[src/rtl/mcu_port_pkg.sv]
package mcu_port_pkg;
  typedef enum logic [1:0] {
    BUS_MUX8  = 2'd0,
    BUS_NMUX8 = 2'd1,
    BUS_PAGE  = 2'd2,
    BUS_MUX16 = 2'd3
  } bus_kind_e;

  localparam logic [2:0] CFG_DIR  = 3'd0;
  localparam logic [2:0] CFG_CTL  = 3'd1;
  localparam logic [2:0] CFG_OE   = 3'd2;
  localparam logic [2:0] CFG_MODE = 3'd3;
  localparam logic [2:0] CFG_DOUT = 3'd4;

  localparam int MODE_PERIPH = 7;
  localparam int MODE_DPORT  = 6;
  localparam int MODE_AIN    = 5;
endpackage

[src/rtl/port_cfg_regs.sv]
module port_cfg_regs
  import mcu_port_pkg::*;
#(
  parameter int PW = 8
) (
  input  logic          clk,
  input  logic          rst,
  input  logic          we,
  input  logic [2:0]    addr,
  input  logic [PW-1:0] wdata,
  output logic [PW-1:0] dir_q,
  output logic [PW-1:0] ctl_q,
  output logic [PW-1:0] oe_q,
  output logic [PW-1:0] mode_q,
  output logic [PW-1:0] dout_q
);
  always_ff @(posedge clk) begin
    if (rst) begin
      dir_q  <= '0;
      ctl_q  <= '0;
      oe_q   <= '0;
      mode_q <= '0;
      dout_q <= '0;
    end else if (we) begin
      case (addr)
        CFG_DIR:  dir_q  <= wdata;
        CFG_CTL:  ctl_q  <= wdata;
        CFG_OE:   oe_q   <= wdata;
        CFG_MODE: mode_q <= wdata;
        CFG_DOUT: dout_q <= wdata;
        default: ;
      endcase
    end
  end

  // an unmapped address leaves every register untouched
  p_unmapped_hold_r11: assert property (@(posedge clk) disable iff (rst)
    (we && addr > CFG_DOUT) |=> ($stable(dir_q) && $stable(ctl_q) && $stable(oe_q)
                                 && $stable(mode_q) && $stable(dout_q)));
endmodule

[src/rtl/port_addr_latch.sv]
module port_addr_latch #(
  parameter int AW = 16
) (
  input  logic          clk,
  input  logic          rst,
  input  logic          ale,
  input  logic [AW-1:0] host_ad,
  output logic [AW-1:0] addr_q
);
  always_ff @(posedge clk) begin
    if (rst)      addr_q <= '0;
    else if (ale) addr_q <= host_ad;
  end

  p_latch_hold_r2: assert property (@(posedge clk) disable iff (rst)
    !ale |=> $stable(addr_q));
  p_latch_load_r2: assert property (@(posedge clk) disable iff (rst)
    ale |=> addr_q == $past(host_ad));
endmodule

[src/rtl/port_addr_map.sv]
module port_addr_map
  import mcu_port_pkg::*;
#(
  parameter int AW        = 16,
  parameter int PW        = 8,
  parameter bit LAST_PORT = 1'b1
) (
  input  bus_kind_e       bus_kind,
  input  logic [AW-1:0]   addr,
  output logic [PW/2-1:0] lo_nib,
  output logic            lo_vld,
  output logic [PW/2-1:0] hi_nib,
  output logic            hi_vld
);
  localparam int HALF = PW / 2;

  generate
    if (LAST_PORT) begin : g_last
      always_comb begin
        lo_nib = '0; hi_nib = '0; lo_vld = 1'b0; hi_vld = 1'b0;
        case (bus_kind)
          BUS_MUX8, BUS_NMUX8: begin
            lo_nib = addr[HALF-1:0];      lo_vld = 1'b1;
            hi_nib = addr[2*HALF-1:HALF]; hi_vld = 1'b1;
          end
          BUS_PAGE: begin
            lo_nib = addr[3*HALF-1:2*HALF]; lo_vld = 1'b1;
            hi_nib = addr[4*HALF-1:3*HALF]; hi_vld = 1'b1;
          end
          BUS_MUX16: begin
            lo_nib = addr[3*HALF-1:2*HALF]; lo_vld = 1'b1;
          end
          default: ;
        endcase
      end
    end else begin : g_inner
      always_comb begin
        lo_nib = '0; hi_nib = '0; lo_vld = 1'b0; hi_vld = 1'b0;
        case (bus_kind)
          BUS_MUX8: begin
            lo_nib = addr[HALF-1:0];      lo_vld = 1'b1;
            hi_nib = addr[2*HALF-1:HALF]; hi_vld = 1'b1;
          end
          BUS_MUX16: begin
            hi_nib = addr[2*HALF-1:HALF]; hi_vld = 1'b1;
          end
          default: ;
        endcase
      end
    end
  endgenerate
endmodule

[src/rtl/mcu_port_cell.sv]
module mcu_port_cell
  import mcu_port_pkg::*;
#(
  parameter int PW        = 8,
  parameter int AW        = 16,
  parameter bit LAST_PORT = 1'b1
) (
  input  logic          clk,
  input  logic          rst,
  input  logic [AW-1:0] host_ad,
  input  logic          ale,
  input  logic          rd_stb,
  input  logic          wr_stb,
  input  logic [1:0]    bus_type,
  input  logic          cfg_we,
  input  logic [2:0]    cfg_addr,
  input  logic [PW-1:0] cfg_wdata,
  input  logic [1:0]    psel,
  input  logic [PW-1:0] core_rdata,
  input  logic [PW-1:0] pad_in,
  output logic [PW-1:0] pad_out,
  output logic [PW-1:0] pad_oe,
  output logic [PW-1:0] host_dout,
  output logic          host_doe,
  output logic [PW-1:0] addr_in_q
);
  localparam int HALF = PW / 2;

  logic [PW-1:0] dir_q, ctl_q, oe_q, mode_q, dout_q;
  logic [AW-1:0] alat_q;
  logic [HALF-1:0] lo_nib, hi_nib;
  logic lo_vld, hi_vld;

  port_cfg_regs #(.PW(PW)) u_cfg (
    .clk(clk), .rst(rst), .we(cfg_we), .addr(cfg_addr), .wdata(cfg_wdata),
    .dir_q(dir_q), .ctl_q(ctl_q), .oe_q(oe_q), .mode_q(mode_q), .dout_q(dout_q)
  );

  port_addr_latch #(.AW(AW)) u_alat (
    .clk(clk), .rst(rst), .ale(ale), .host_ad(host_ad), .addr_q(alat_q)
  );

  port_addr_map #(.AW(AW), .PW(PW), .LAST_PORT(LAST_PORT)) u_map (
    .bus_kind(bus_kind_e'(bus_type)), .addr(alat_q),
    .lo_nib(lo_nib), .lo_vld(lo_vld), .hi_nib(hi_nib), .hi_vld(hi_vld)
  );

  logic pb_mode, dp_mode, ain_mode, psel_any;
  logic pb_drv, dp_drv;
  logic [PW-1:0] sel_gpio, sel_aout;
  logic [PW-1:0] nxt_out, nxt_oe, nxt_hdout;
  logic nxt_hdoe;

  assign psel_any = |psel;
  assign pb_mode  = mode_q[MODE_PERIPH];
  assign dp_mode  = !pb_mode && mode_q[MODE_DPORT];
  assign ain_mode = !pb_mode && !dp_mode && mode_q[MODE_AIN];

  always_comb begin
    sel_gpio  = '0;
    sel_aout  = '0;
    pb_drv    = 1'b0;
    dp_drv    = 1'b0;
    nxt_out   = '0;
    nxt_oe    = '0;
    nxt_hdout = '0;
    nxt_hdoe  = 1'b0;
    if (pb_mode) begin
      if (psel_any && wr_stb) begin
        pb_drv  = 1'b1;
        nxt_oe  = '1;
        nxt_out = host_ad[PW-1:0];
      end else if (psel_any && rd_stb) begin
        nxt_hdoe  = 1'b1;
        nxt_hdout = pad_in;
      end
    end else if (dp_mode) begin
      if (rd_stb) begin
        dp_drv  = 1'b1;
        nxt_oe  = '1;
        nxt_out = core_rdata;
      end else if (wr_stb) begin
        nxt_hdoe  = 1'b1;
        nxt_hdout = pad_in;
      end
    end else if (!ain_mode) begin
      for (int i = 0; i < PW; i++) begin
        if (oe_q[i] || (dir_q[i] && ctl_q[i])) begin
          if (i < HALF) begin
            sel_aout[i] = lo_vld;
            nxt_out[i]  = lo_vld & lo_nib[i % HALF];
          end else begin
            sel_aout[i] = hi_vld;
            nxt_out[i]  = hi_vld & hi_nib[i % HALF];
          end
          nxt_oe[i] = sel_aout[i];
        end else if (dir_q[i] && !ctl_q[i]) begin
          sel_gpio[i] = 1'b1;
          nxt_oe[i]   = 1'b1;
          nxt_out[i]  = dout_q[i];
        end
      end
    end
  end

  always_ff @(posedge clk) begin
    if (rst) begin
      pad_out   <= '0;
      pad_oe    <= '0;
      host_dout <= '0;
      host_doe  <= 1'b0;
      addr_in_q <= '0;
    end else begin
      pad_out   <= nxt_out;
      pad_oe    <= nxt_oe;
      host_dout <= nxt_hdout;
      host_doe  <= nxt_hdoe;
      if (ain_mode && ale) addr_in_q <= pad_in;
    end
  end

  // outputs are quiet right after reset
  p_reset_quiet_r1: assert property (@(posedge clk)
    $past(rst) |-> (pad_oe == '0 && !host_doe && addr_in_q == '0));

  // peripheral buffer released while no select is active
  p_pbuf_off_r8: assert property (@(posedge clk) disable iff (rst)
    (pb_mode && !psel_any) |=> (pad_oe == '0 && !host_doe));

  // data port leaves the pads alone unless read strobe is active
  p_dport_quiet_r9: assert property (@(posedge clk) disable iff (rst)
    (dp_mode && !rd_stb) |=> pad_oe == '0);

  // address-in value holds without strobe
  p_ain_hold_r6: assert property (@(posedge clk) disable iff (rst)
    !ale |=> $stable(addr_in_q));
  p_ain_load_r6: assert property (@(posedge clk) disable iff (rst)
    (ain_mode && ale) |=> addr_in_q == $past(pad_in));

  // at most one source per pin
  for (genvar g = 0; g < PW; g++) begin : g_src
    p_one_src_r10: assert property (@(posedge clk) disable iff (rst)
      $onehot0({sel_gpio[g], sel_aout[g], dp_drv, pb_drv}));
  end
endmodule

[config.mk]
export PLATFORM = sky130hd
export DESIGN_NAME = mcu_port_cell
export DESIGN_NICKNAME = d
export VERILOG_FILES = /design/src/rtl/mcu_port_pkg.sv /design/src/rtl/port_cfg_regs.sv /design/src/rtl/port_addr_latch.sv /design/src/rtl/port_addr_map.sv /design/src/rtl/mcu_port_cell.sv
export SDC_FILE = /design/constraint.sdc
export NUM_CORES = 1
export LEC_CHECK = 0
export BUFFER_PORTS_ARGS = -buffer_cell sky130_fd_sc_hd__buf_2
export CAP_MARGIN = 20
export CORE_ASPECT_RATIO = 1.75
export CORE_MARGIN = 2
export CORE_UTILIZATION = 45
export CTS_CLUSTER_DIAMETER = 30
export DETAILED_ROUTE_END_ITERATION = 12
export GPL_ROUTABILITY_DRIVEN = 0
export PLACE_DENSITY = 0.68
export SETUP_SLACK_MARGIN = 0.02
export SYNTH_ARGS = -nofsm -noshare
export SYNTH_HDL_FRONTEND = slang
export SYNTH_HIERARCHICAL = 1
export SYNTH_SLANG_ARGS = --single-unit
[constraint.sdc]
create_clock -name clk -period 4.3 [get_ports clk]
set_clock_uncertainty 0.1 [all_clocks]
set_input_delay 0.43 -clock clk [delete_from_list [all_inputs] [get_ports clk]]
set_output_delay 0.43 -clock clk [all_outputs]
set_load 0.1 [all_outputs]
# Yosys cells after proc, flatten, opt, wreduce, memory -nomap -nowiden
# Index checks and enable logic that the tools add are counted.
# totals
reg_bits	89
input_bits	53
elab_cells	136
output_inout_bits	33
# op_classes
reduce_logical	52
eq_ne	7
muxes	58
n_bitwise	8
# ops
cell	count
8-bit two-way mux	16
1-bit two-way mux	40
1-bit logical AND	22
4-bit one-hot mux with 2 select lines	2
1-bit zero test	10
2-bit AND reduction	5
1-bit bitwise AND	8
1-bit logical OR	8
3-bit by 2-bit == test with 1-bit output (second input constant)	2
2-bit OR reduction	3
2-bit == test (second input constant)	2
4-bit OR reduction	1
3-bit by 1-bit == test with 1-bit output (second input constant)	1
3-bit == test (second input constant)	1
3-bit zero test	1
3-bit OR reduction	1
2-bit by 1-bit == test with 1-bit output (second input constant)	1
2-bit zero test	1

# Depth between registers and ports, before layout
# Gate-level depths: netlist of run 1.
# logic_depth
depth_word	8
depth_mapped	7
depth_no_buf	6

# Modules after synthesis
# Netlist of run 1, hierarchy kept.
# modules_own_cells
module	n_inst	area_per_inst_um2	seq_area_each_um2	cells_per_inst
port_cfg_regs	1	1627.8	800.8	146
mcu_port_cell	1	1542.7	660.6	165
port_addr_latch	1	580.6	320.3	52
port_addr_map	1	146.4	0.0	16

# Worst setup path before layout of run 1
# OpenSTA, ideal clock, no wires.
# synth_path
kind	in2reg
start	in psel[1]
end	reg pad_out[4]
setup_ps	142
required_ps	4058
path_slack_ps	2724
t_arrival_ps	1334
stages	6
n_path_buf	2
path_cell_list	or2_0 > and3_1 > buf_6 > buf_12 > a22oi_2 > a221oi_2
# synth_via
elab_chain_cells	4
# synth_rtl
item	line_no	source
from (decl)	mcu_port_cell.sv:18	input logic [1:0] psel,
2-bit OR reduction	mcu_port_cell.sv:54	assign psel_any = |psel;
1-bit logical AND	mcu_port_cell.sv:69	if (psel_any && wr_stb) begin
8-bit two-way mux	mcu_port_cell.sv:69	
8-bit two-way mux	mcu_port_cell.sv:68	if (pb_mode) begin
to (signal assigned)	mcu_port_cell.sv:114	pad_out <= nxt_out;
to (decl)	mcu_port_cell.sv:21	output logic [PW-1:0] pad_out,
# Every way passes these cells.
# A chain may end at the register's enable or synchronous reset.

# Worst setup path in the final report of run 1
# layout_path
start	reg u_cfg.mode_q[7]
end	reg pad_out[1]
# layout_via
elab_chain_cells	8
# layout_rtl
item	line_no	source
from (decl)	port_cfg_regs.sv:14	output logic [PW-1:0] mode_q,
from (signal assigned)	port_cfg_regs.sv:29	CFG_MODE: mode_q <= wdata;
1-bit zero test	mcu_port_cell.sv:56, mcu_port_cell.sv:57	
1-bit logical AND	mcu_port_cell.sv:56	assign dp_mode = !pb_mode && mode_q[MODE_DPORT];
1-bit zero test	mcu_port_cell.sv:57	assign ain_mode = !pb_mode && !dp_mode && mode_q[MODE_AIN];
1-bit logical AND (2 in a row)	mcu_port_cell.sv:57	
8-bit two-way mux	mcu_port_cell.sv:86	end else if (!ain_mode) begin
8-bit two-way mux	mcu_port_cell.sv:77	end else if (dp_mode) begin
8-bit two-way mux *	mcu_port_cell.sv:68	
# Every way passes the cells marked *; elsewhere a longest branch is shown, timed or not.

==> flow_summary.ini, run 1 <==
[status]
status = finished clean

[route]
wl_per_cell_um = 15.39
vias = 2796
route.detailed.drc = 0
wl_mm = 8.204
firstDrtPassIters = 4
detail-route-antenna-nets = 0
viasPerCell = 5.246
drtIter0Drc = 106

[pwr]
p_per_area_nw_per_um2 = 423.8
leakage_nw = 2.000
totalPowerFinal_mw = 1.896
ir_worst_vdd_mv = 0.2414

[sta]
max_freq_ghz = 0.4440
min_period_ns = 2.252
setup_viol = 0
fin_crit_sh = 0.5238
relSlewSlack = 0.4452
tightest_slew_ns = 0.8310
report.final.hold_viol_count = 0
rsz0062_at_grt = no
fin_setup_tns_ns = 0
slew_violations = 0

[flow_run]
maxCapViolCount = 0

[min_path]
min_path_cells = 2
min_path_type = primary input to flip-flop

[synthesis]
synth_warnings = 6
syn_area_um2 = 3716
synth_fp_nets = 417
avgSynthCellArea_um2 = 10.21
synthCells = 364

[cts]
cts_inserted_buffers = 9
cts_tree = built
cts_repair_resize_count = 0
post_cts_buffers = 0
cts.sinks = 84
clk_latency_ns = 0.33
htreeDepth = 3
cts_root_buf = clkbuf_16
clk_path_buf_depth = 2
cts_hold_buf = 0
clk_pin_slew_ns = 0.06

[critical_path]
start_kind = flip-flop
r2r_setup_slack_ns = 2.05
cp.required_ns = 4.44
end_kind = flip-flop
crit_arrival_ns = 2.39
worst-setup-path-type = flip-flop to flip-flop
crit_path_top_delay_cell = dfxtp_1
cp_max_fo = 17
cp_cell_sequence = and3_1, a22oi_1, a221oi_2
r2r_cells = 3
max_stage_delay_ns = 0.86

[floorplan]
die_y_um = 124.2
dieArea_um2 = 9030
core_area_um2 = 7963
row_count = 43
io_pins = 86
start_util = 0.4667
die_w_um = 72.70

[finish]
final_area_um2 = 4473
area_growth_syn_to_layout_pct = 20.37
final_layout_size_suffix_gt1_frac = 0.2844
antenna_cells = 0
nNetsFinal = 491
nFillCells = 723

[global_route]
grt_overflow_total = 0
antenna_found_initial = 0
grt_start_max_net_pins = 49
grt_usage = 0.1894
grt_pass1_wl_mm = 13.41
first_global_vias = 2789

[place]
placed_area_um2 = 4109
numPortBuffers = 85
dp_hpwl_mm = 5.801
## placed cells by master (no fill, tap or decap), types with 3 or more instances in the layout
| cell type | instances |
|---|---|
| mux2_4 | 4 |
| buf_2 | 85 |
| a22o_1 | 3 |
| nand2_1 | 18 |
| clkbuf_16 | 9 |
| o221ai_1 | 8 |
| mux2i_1 | 59 |
| o21ai_0 | 9 |
| nor2_1 | 40 |
| buf_4 | 3 |
| bufinv_16 | 4 |
| dfxtp_1 | 84 |
| nand4bb_1 | 4 |
| a22oi_1 | 7 |
| and3_1 | 9 |
| and2_1 | 8 |
| nand2b_1 | 43 |
| a221oi_2 | 8 |
| a21oi_1 | 16 |
## flip-flops by register name, indices dropped and copies added (netlist names)
| name | flops |
|---|---|
| u_cfg/oe_q | 8 |
| u_cfg/dout_q | 8 |
| addr_in_q | 8 |
| u_cfg/dir_q | 8 |
| u_cfg/ctl_q | 8 |
| host_dout | 8 |
| host_doe | 1 |
| u_cfg/mode_q | 3 |
| pad_oe | 8 |
| pad_out | 8 |
| u_alat/addr_q | 16 |
## cell type report
class | instances | area (um^2) | area share
multi-input cells | 253 | 1859 | 0.4157
flip-flops and latches | 84 | 1682 | 0.3759
repair buffers | 88 | 447.9 | 0.1001
clock buffers | 9 | 225.2 | 0.05035
clock inverters | 7 | 138.9 | 0.03105
well taps | 90 | 112.6 | 0.02517
inverters | 2 | 7.507 | 0.001678
## report_power, final
| group | internal, mW | switching (mW) | leakage, nW |
|---|---|---|---|
| logic | 0.0616 | 0.0962 | 1.14 |
| registers | 0.799 | 0.0131 | 0.682 |
| clock network | 0.625 | 0.301 | 0.179 |
## routing by layer
| metal | vias up | global-route usage | routed length, um |
|---|---|---|---|
| met5 | - | 0 | 0 |
| met4 | 0 | 0.08061 | 158 |
| met3 | 11 | 0.04295 | 410 |
| met2 | 73 | 0.3102 | 4075 |
| met1 | 1290 | 0.2332 | 3560 |
| li1 | 1422 | - | - |
## path summary, 6_finish.rpt
path / from / endpoint
min: pad_in[6] / host_dout[6]
min reg2reg: u_cfg/dout_q[0] / u_cfg/dout_q[0]
max: u_cfg/mode_q[7] / pad_out[1]
max reg2reg: u_cfg/mode_q[7] / pad_out[1]
## critical path, delay by kind of cell (launching register included)
| kind | cells | cell delay [ns] |
|---|---|---|
| and+or+nand+nor | 1 | 0.71 |
| AOI/OAI and AO/OA | 2 | 0.48 |
| DFF | 1 | 0.86 |
## metrics by stage
stage | hold WS (ns) | setup slack, ns | instances | utilization
floorplan | 0.3477 | 2.724 | 364 | -
global placement | 0.3612 | 2.155 | 517 | 0.5160
detailed placement | 0.3646 | 2.051 | 517 | 0.5160
CTS | 0.1951 | 2.024 | 533 | 0.5618
global route | 0.2029 | 1.896 | 533 | 0.5618
finish | 0.2095 | 2.048 | 533 | 0.5618
Power figures use the tool's default switching activity.
==> run 2: changes to the inputs <==
--- a/config.mk
+++ b/config.mk
@@ -13,7 +13,7 @@
 export CTS_CLUSTER_DIAMETER = 30
 export DETAILED_ROUTE_END_ITERATION = 12
 export GPL_ROUTABILITY_DRIVEN = 0
-export PLACE_DENSITY = 0.68
+export PLACE_DENSITY = 0.71
 export SETUP_SLACK_MARGIN = 0.02
 export SYNTH_ARGS = -nofsm -noshare
 export SYNTH_HDL_FRONTEND = slang
==> constraint.sdc (replaced) <==
create_clock -name clk -period 2.02 [get_ports clk]
set_clock_uncertainty 0.1 [all_clocks]
set_input_delay 0.202 -clock clk [delete_from_list [all_inputs] [get_ports clk]]
set_output_delay 0.202 -clock clk [all_outputs]
set_load 0.1 [all_outputs]
==> run 2 against run 1 <==
Net effect:
- global-route usage is 0.092 points higher
- sequential share of layout area is 0.96 points lower
- final cell count grew 3.2%
- utilization grew 1.5 points
==> flow_summary.ini, run 2 (synthesis gave the netlist of run 1 again) <==
[sta]
worst_slack_ns = 0.4302
rsz0062_at_grt = no
fin_setup_tns_ns = 0
max_freq_ghz = 0.6290
report.final.hold_viol_count = 0
setup_viol = 0
slew_violations = 0
min_period_ns = 1.590
relSlewSlack = 0.6568
fin_crit_sh = 0.7871
holdWs_ns = 0.01122
tightest_slew_ns = 0.5132

[cts]
cts_inserted_buffers = 9
clk_pin_slew_ns = 0.06
clk_latency_ns = 0.33
cts_tree = built
htreeDepth = 3
clk_path_buf_depth = 2
cts_root_buf = clkbuf_16
cts_repair_resize_count = 0
cts.sinks = 84

[critical_path]
cp.required_ns = 2.16
worst-setup-path-type = flip-flop to flip-flop
cp_max_fo = 17
start_kind = flip-flop
crit_arrival_ns = 1.73
end_kind = flip-flop

[finish]
antenna_cells = 0
final_area_um2 = 4591
final_cell_mix = 85 x buf_2, 84 x dfxtp_1, 59 x mux2i_1
largest_register = u_alat/addr_q
layout_commonest_cell = buf_2
area_growth_syn_to_layout_pct = 23.54
nNetsFinal = 508
final_layout_size_suffix_gt1_frac = 0.2870
largest_register_ffs = 16

[global_route]
grt_start_max_net_pins = 34
antenna_found_initial = 0
first_global_vias = 2828
grt_pass1_wl_mm = 13.52
grt_usage = 0.1903
grt_overflow_total = 0

[pwr]
ir_worst_vdd_mv = 0.5731
p_per_area_nw_per_um2 = 808.3
leakage_nw = 2.047

[floorplan]
row_count = 43
core_area_um2 = 7963
die_w_um = 72.70
start_util = 0.4667
dieArea_um2 = 9030
die_y_um = 124.2
io_pins = 86

[route]
vias = 2855
detail-route-antenna-nets = 0
route.detailed.drc = 0
wl_per_cell_um = 14.96
firstDrtPassIters = 4
viasPerCell = 5.191
wl_mm = 8.226
drtIter0Drc = 99

[status]
status = finished clean

[place]
placed_area_um2 = 4179
post-place-ws_ns = 0.4392
numPortBuffers = 85
dp_hpwl_mm = 6.003

[flow_run]
maxCapViolCount = 0

[min_path]
min_path_type = primary input to flip-flop
## run 2: critical path, cell delays in order, from the launching register on
cell,delay [ns]
dfxtp_1,0.54
and3_1,0.23
buf_4,0.23
a22oi_1,0.13
a221oi_2,0.27
## run 2: layout make-up
| type | instances | area [um^2] |
|---|---|---|
| Clock buffer | 9 | 225.2 |
| Timing Repair Buffer | 105 | 628.1 |
| Sequential cell | 84 | 1682 |
| Multi-Input combinational cell | 253 | 1859 |
| Fill cell | 712 | 3372 |
| Tap cell | 90 | 112.6 |
| Clock inverter | 7 | 76.32 |
| Inverter | 2 | 7.507 |
## run 2: routing by layer
metal / wire length (um) / vias up / share of wire / track usage
met5: 0 / - / 0 / 0
met4: 153 / 0 / 0.019 / 0.06863
met3: 267 / 13 / 0.032 / 0.04214
met2: 4299 / 64 / 0.52 / 0.3262
met1: 3505 / 1327 / 0.43 / 0.2268
li1: - / 1451 / - / -
## run 2: timing repair
action / 4_1_cts / 5_1_grt
setup buffers: 0 / 0
endpoints found under the hold margin: 11 / 0
hold buffers: 11 / 0
## run 2: path summary, 6_finish.rpt
path                                       from                end  slack, ns  depth (start not counted)
worst min-delay path                host_ad[10]  u_alat/addr_q[10]       0.01                          3
worst max-delay path            u_cfg/mode_q[7]         pad_out[2]       0.43                          4
worst min register to register  u_cfg/dout_q[7]    u_cfg/dout_q[7]       0.37                          2
worst max register to register  u_cfg/mode_q[7]         pad_out[2]       0.43                          4
## run 2: per-stage QoR
step / std cells / util / total power, mW
final: 550 / 0.5765 / 3.711
after global routing: 550 / 0.5765 / 3.861
after CTS: 550 / 0.5765 / 3.755
after detailed placement: 523 / 0.5248 / 2.112
after global placement: 523 / 0.5248 / 2.103
after floorplan: 364 / - / 2.000
## run 2: where the power goes
group | leakage [nW] | switching (mW) | internal (mW)
combinational | 1.22 | 0.211 | 0.155
clock | 0.142 | 0.655 | 0.962
sequential | 0.682 | 0.0276 | 1.70
total | 2.05 | 0.893 | 2.82
==> run 3: changes to the inputs <==
--- a/config.mk
+++ b/config.mk
@@ -13,7 +13,7 @@
 export CTS_CLUSTER_DIAMETER = 30
 export DETAILED_ROUTE_END_ITERATION = 12
 export GPL_ROUTABILITY_DRIVEN = 0
-export PLACE_DENSITY = 0.71
+export PLACE_DENSITY = 0.68
 export SETUP_SLACK_MARGIN = 0.02
 export SYNTH_ARGS = -nofsm -noshare
 export SYNTH_HDL_FRONTEND = slang
==> constraint.sdc (replaced) <==
create_clock -name clk -period 1.5 [get_ports clk]
set_clock_uncertainty 0.1 [all_clocks]
set_input_delay 0.15 -clock clk [delete_from_list [all_inputs] [get_ports clk]]
set_output_delay 0.15 -clock clk [all_outputs]
set_load 0.1 [all_outputs]
==> run 3 against run 2 <==
Net effect:
- first-iteration DRC count up 21%
- combinational power up 45%
- sequential share of layout area down 2.1 points
- register-to-register slack worse by 0.32 ns
- total power up 50%
- critical path depth unchanged
- hold slack better by 0.011 ns
- count of clock-buffer cells in the layout unchanged
- final cell count up 4.2%
- die area unchanged
- sequential power up 35%
- worst setup slack worse by 0.32 ns
==> flow_summary.ini, run 3 (synthesis gave the netlist of run 1 again) <==
[route]
highest_layer = met4
detail-route-antenna-nets = 0
route.detailed.drc = 0
wl_per_cell_um = 14.95
viasPerCell = 5.134
vias = 2942
route.met2.wl_mm = 4.337
wl_mm = 8.565
drt-met1-wl_mm = 3.695
wl_met3_um = 343
drtIter0Drc = 120
firstDrtPassIters = 4

[finish]
final_cell_mix = 85 x buf_2, 84 x dfxtp_1, 59 x mux2i_1
nNetsFinal = 531
layout_commonest_cell = buf_2
nFillCells = 666
final_layout_size_suffix_gt1_frac = 0.2961
multiInputGateArea_um2 = 1859
antenna_cells = 0
area_growth_syn_to_layout_pct = 31.21
largest_register_ffs = 16
largest_register = u_alat/addr_q
register_area_um2 = 1682

[sta]
min_period_ns = 1.388
report.final.hold_viol_count = 0
worst_slack_ns = 0.1120
max_freq_ghz = 0.7205
fin_setup_tns_ns = 0
slew_violations = 0
rsz0062_at_grt = no
fin_crit_sh = 0.9253
setup_viol = 0

[cts]
cts_root_buf = clkbuf_16
clk_pin_slew_ns = 0.06
cts_inserted_buffers = 9
clk_latency_ns = 0.34
cts_repair_resize_count = 0
htreeDepth = 3
cts.sinks = 84
clk_path_buf_depth = 2
cts_tree = built

[floorplan]
row_count = 43
die_y_um = 124.2
die_w_um = 72.70
dieArea_um2 = 9030
start_util = 0.4667
io_pins = 86
core_area_um2 = 7963

[critical_path]
crit_arrival_ns = 1.53
end_kind = flip-flop
start_kind = flip-flop
worst-setup-path-type = flip-flop to flip-flop
cp.required_ns = 1.65
cp_max_fo = 17

[global_route]
grt_pass1_wl_mm = 13.96
grt_usage = 0.1979
grt_start_max_net_pins = 18
first_global_vias = 2895
grt_overflow_total = 0
antenna_found_initial = 0

[min_path]
min_path_type = primary input to flip-flop

[place]
dp_hpwl_mm = 6.237
post-place-ws_ns = 0.04610
numPortBuffers = 85

[pwr]
ir_worst_vdd_mv = 0.9266
p_per_area_nw_per_um2 = 1140
leakage_nw = 2.188

[status]
status = finished clean

[flow_run]
maxCapViolCount = 0
[run 3: cell types whose count changed in the layout (fill, tap and decap cells not counted)]
cell / change
clkinv_2: -1
clkinvlp_4: -2
bufinv_16: +3
buf_4: +10
clkinv_4: -1
dlygate4sd3_1: +12
buf_12: +1
inv_6: +1
[run 3: cell type report]
cell class                 instances  share of cell area
multi-input combinational        253              0.3813
inverter                           2            0.001540
timing repair buffer             128              0.1730
clock buffer                       9             0.04619
tap                               90             0.02309
clock inverter                     7             0.03002
sequential                        84              0.3449
[run 3: worst max-delay path, cell delays in order, from the launching register on]
cell and delay [ns]:
dfxtp_1 0.44, and3_1 0.24, buf_12 0.16, nand2_1 0.08, a221oi_2 0.27
[run 3: path summary, 6_finish.rpt]
kind,start,to,slack (ns),cells past startpoint
max,u_cfg/mode_q[7],pad_out[4],0.11,4
min,host_ad[4],u_alat/addr_q[4],0.02,3
max reg2reg,u_cfg/mode_q[7],pad_out[4],0.11,4
min reg2reg,u_cfg/dout_q[0],u_cfg/dout_q[0],0.37,2
[run 3: metal layers]
layer  vias to the layer above  global-route usage
li1                       1500                   -
met2                        70              0.3316
met3                        15             0.04133
met5                         -                   0
met4                         0             0.08606
met1                      1357              0.2376
[run 3: repair_timing]
item                                    CTS  global route
buffers inserted                          0             1
hold endpoints to repair                 35             0
endpoints found under the setup margin    0             7
hold buffers                             23             0
[run 3: where the power goes]
part	internal, mW	switching [mW]
clock network	1.81	0.896
registers	2.29	0.0361
logic	0.236	0.291
[run 3: stage by stage]
stage / util / power (mW) / cells / hold WS [ns] / instance area (um^2)
4_1_cts: 0.6098 / 5.623 / 572 / 0.01060 / 4856
2_1_floorplan: - / 2.693 / 364 / 0.1717 / 3716
6_report: 0.6124 / 5.557 / 573 / 0.02217 / 4876
3_5_place_dp: 0.5343 / 2.854 / 533 / 0.2698 / 4254
5_1_grt: 0.6124 / 5.756 / 573 / 0.02685 / 4876
3_3_place_gp: 0.5343 / 2.846 / 533 / 0.2671 / 4254
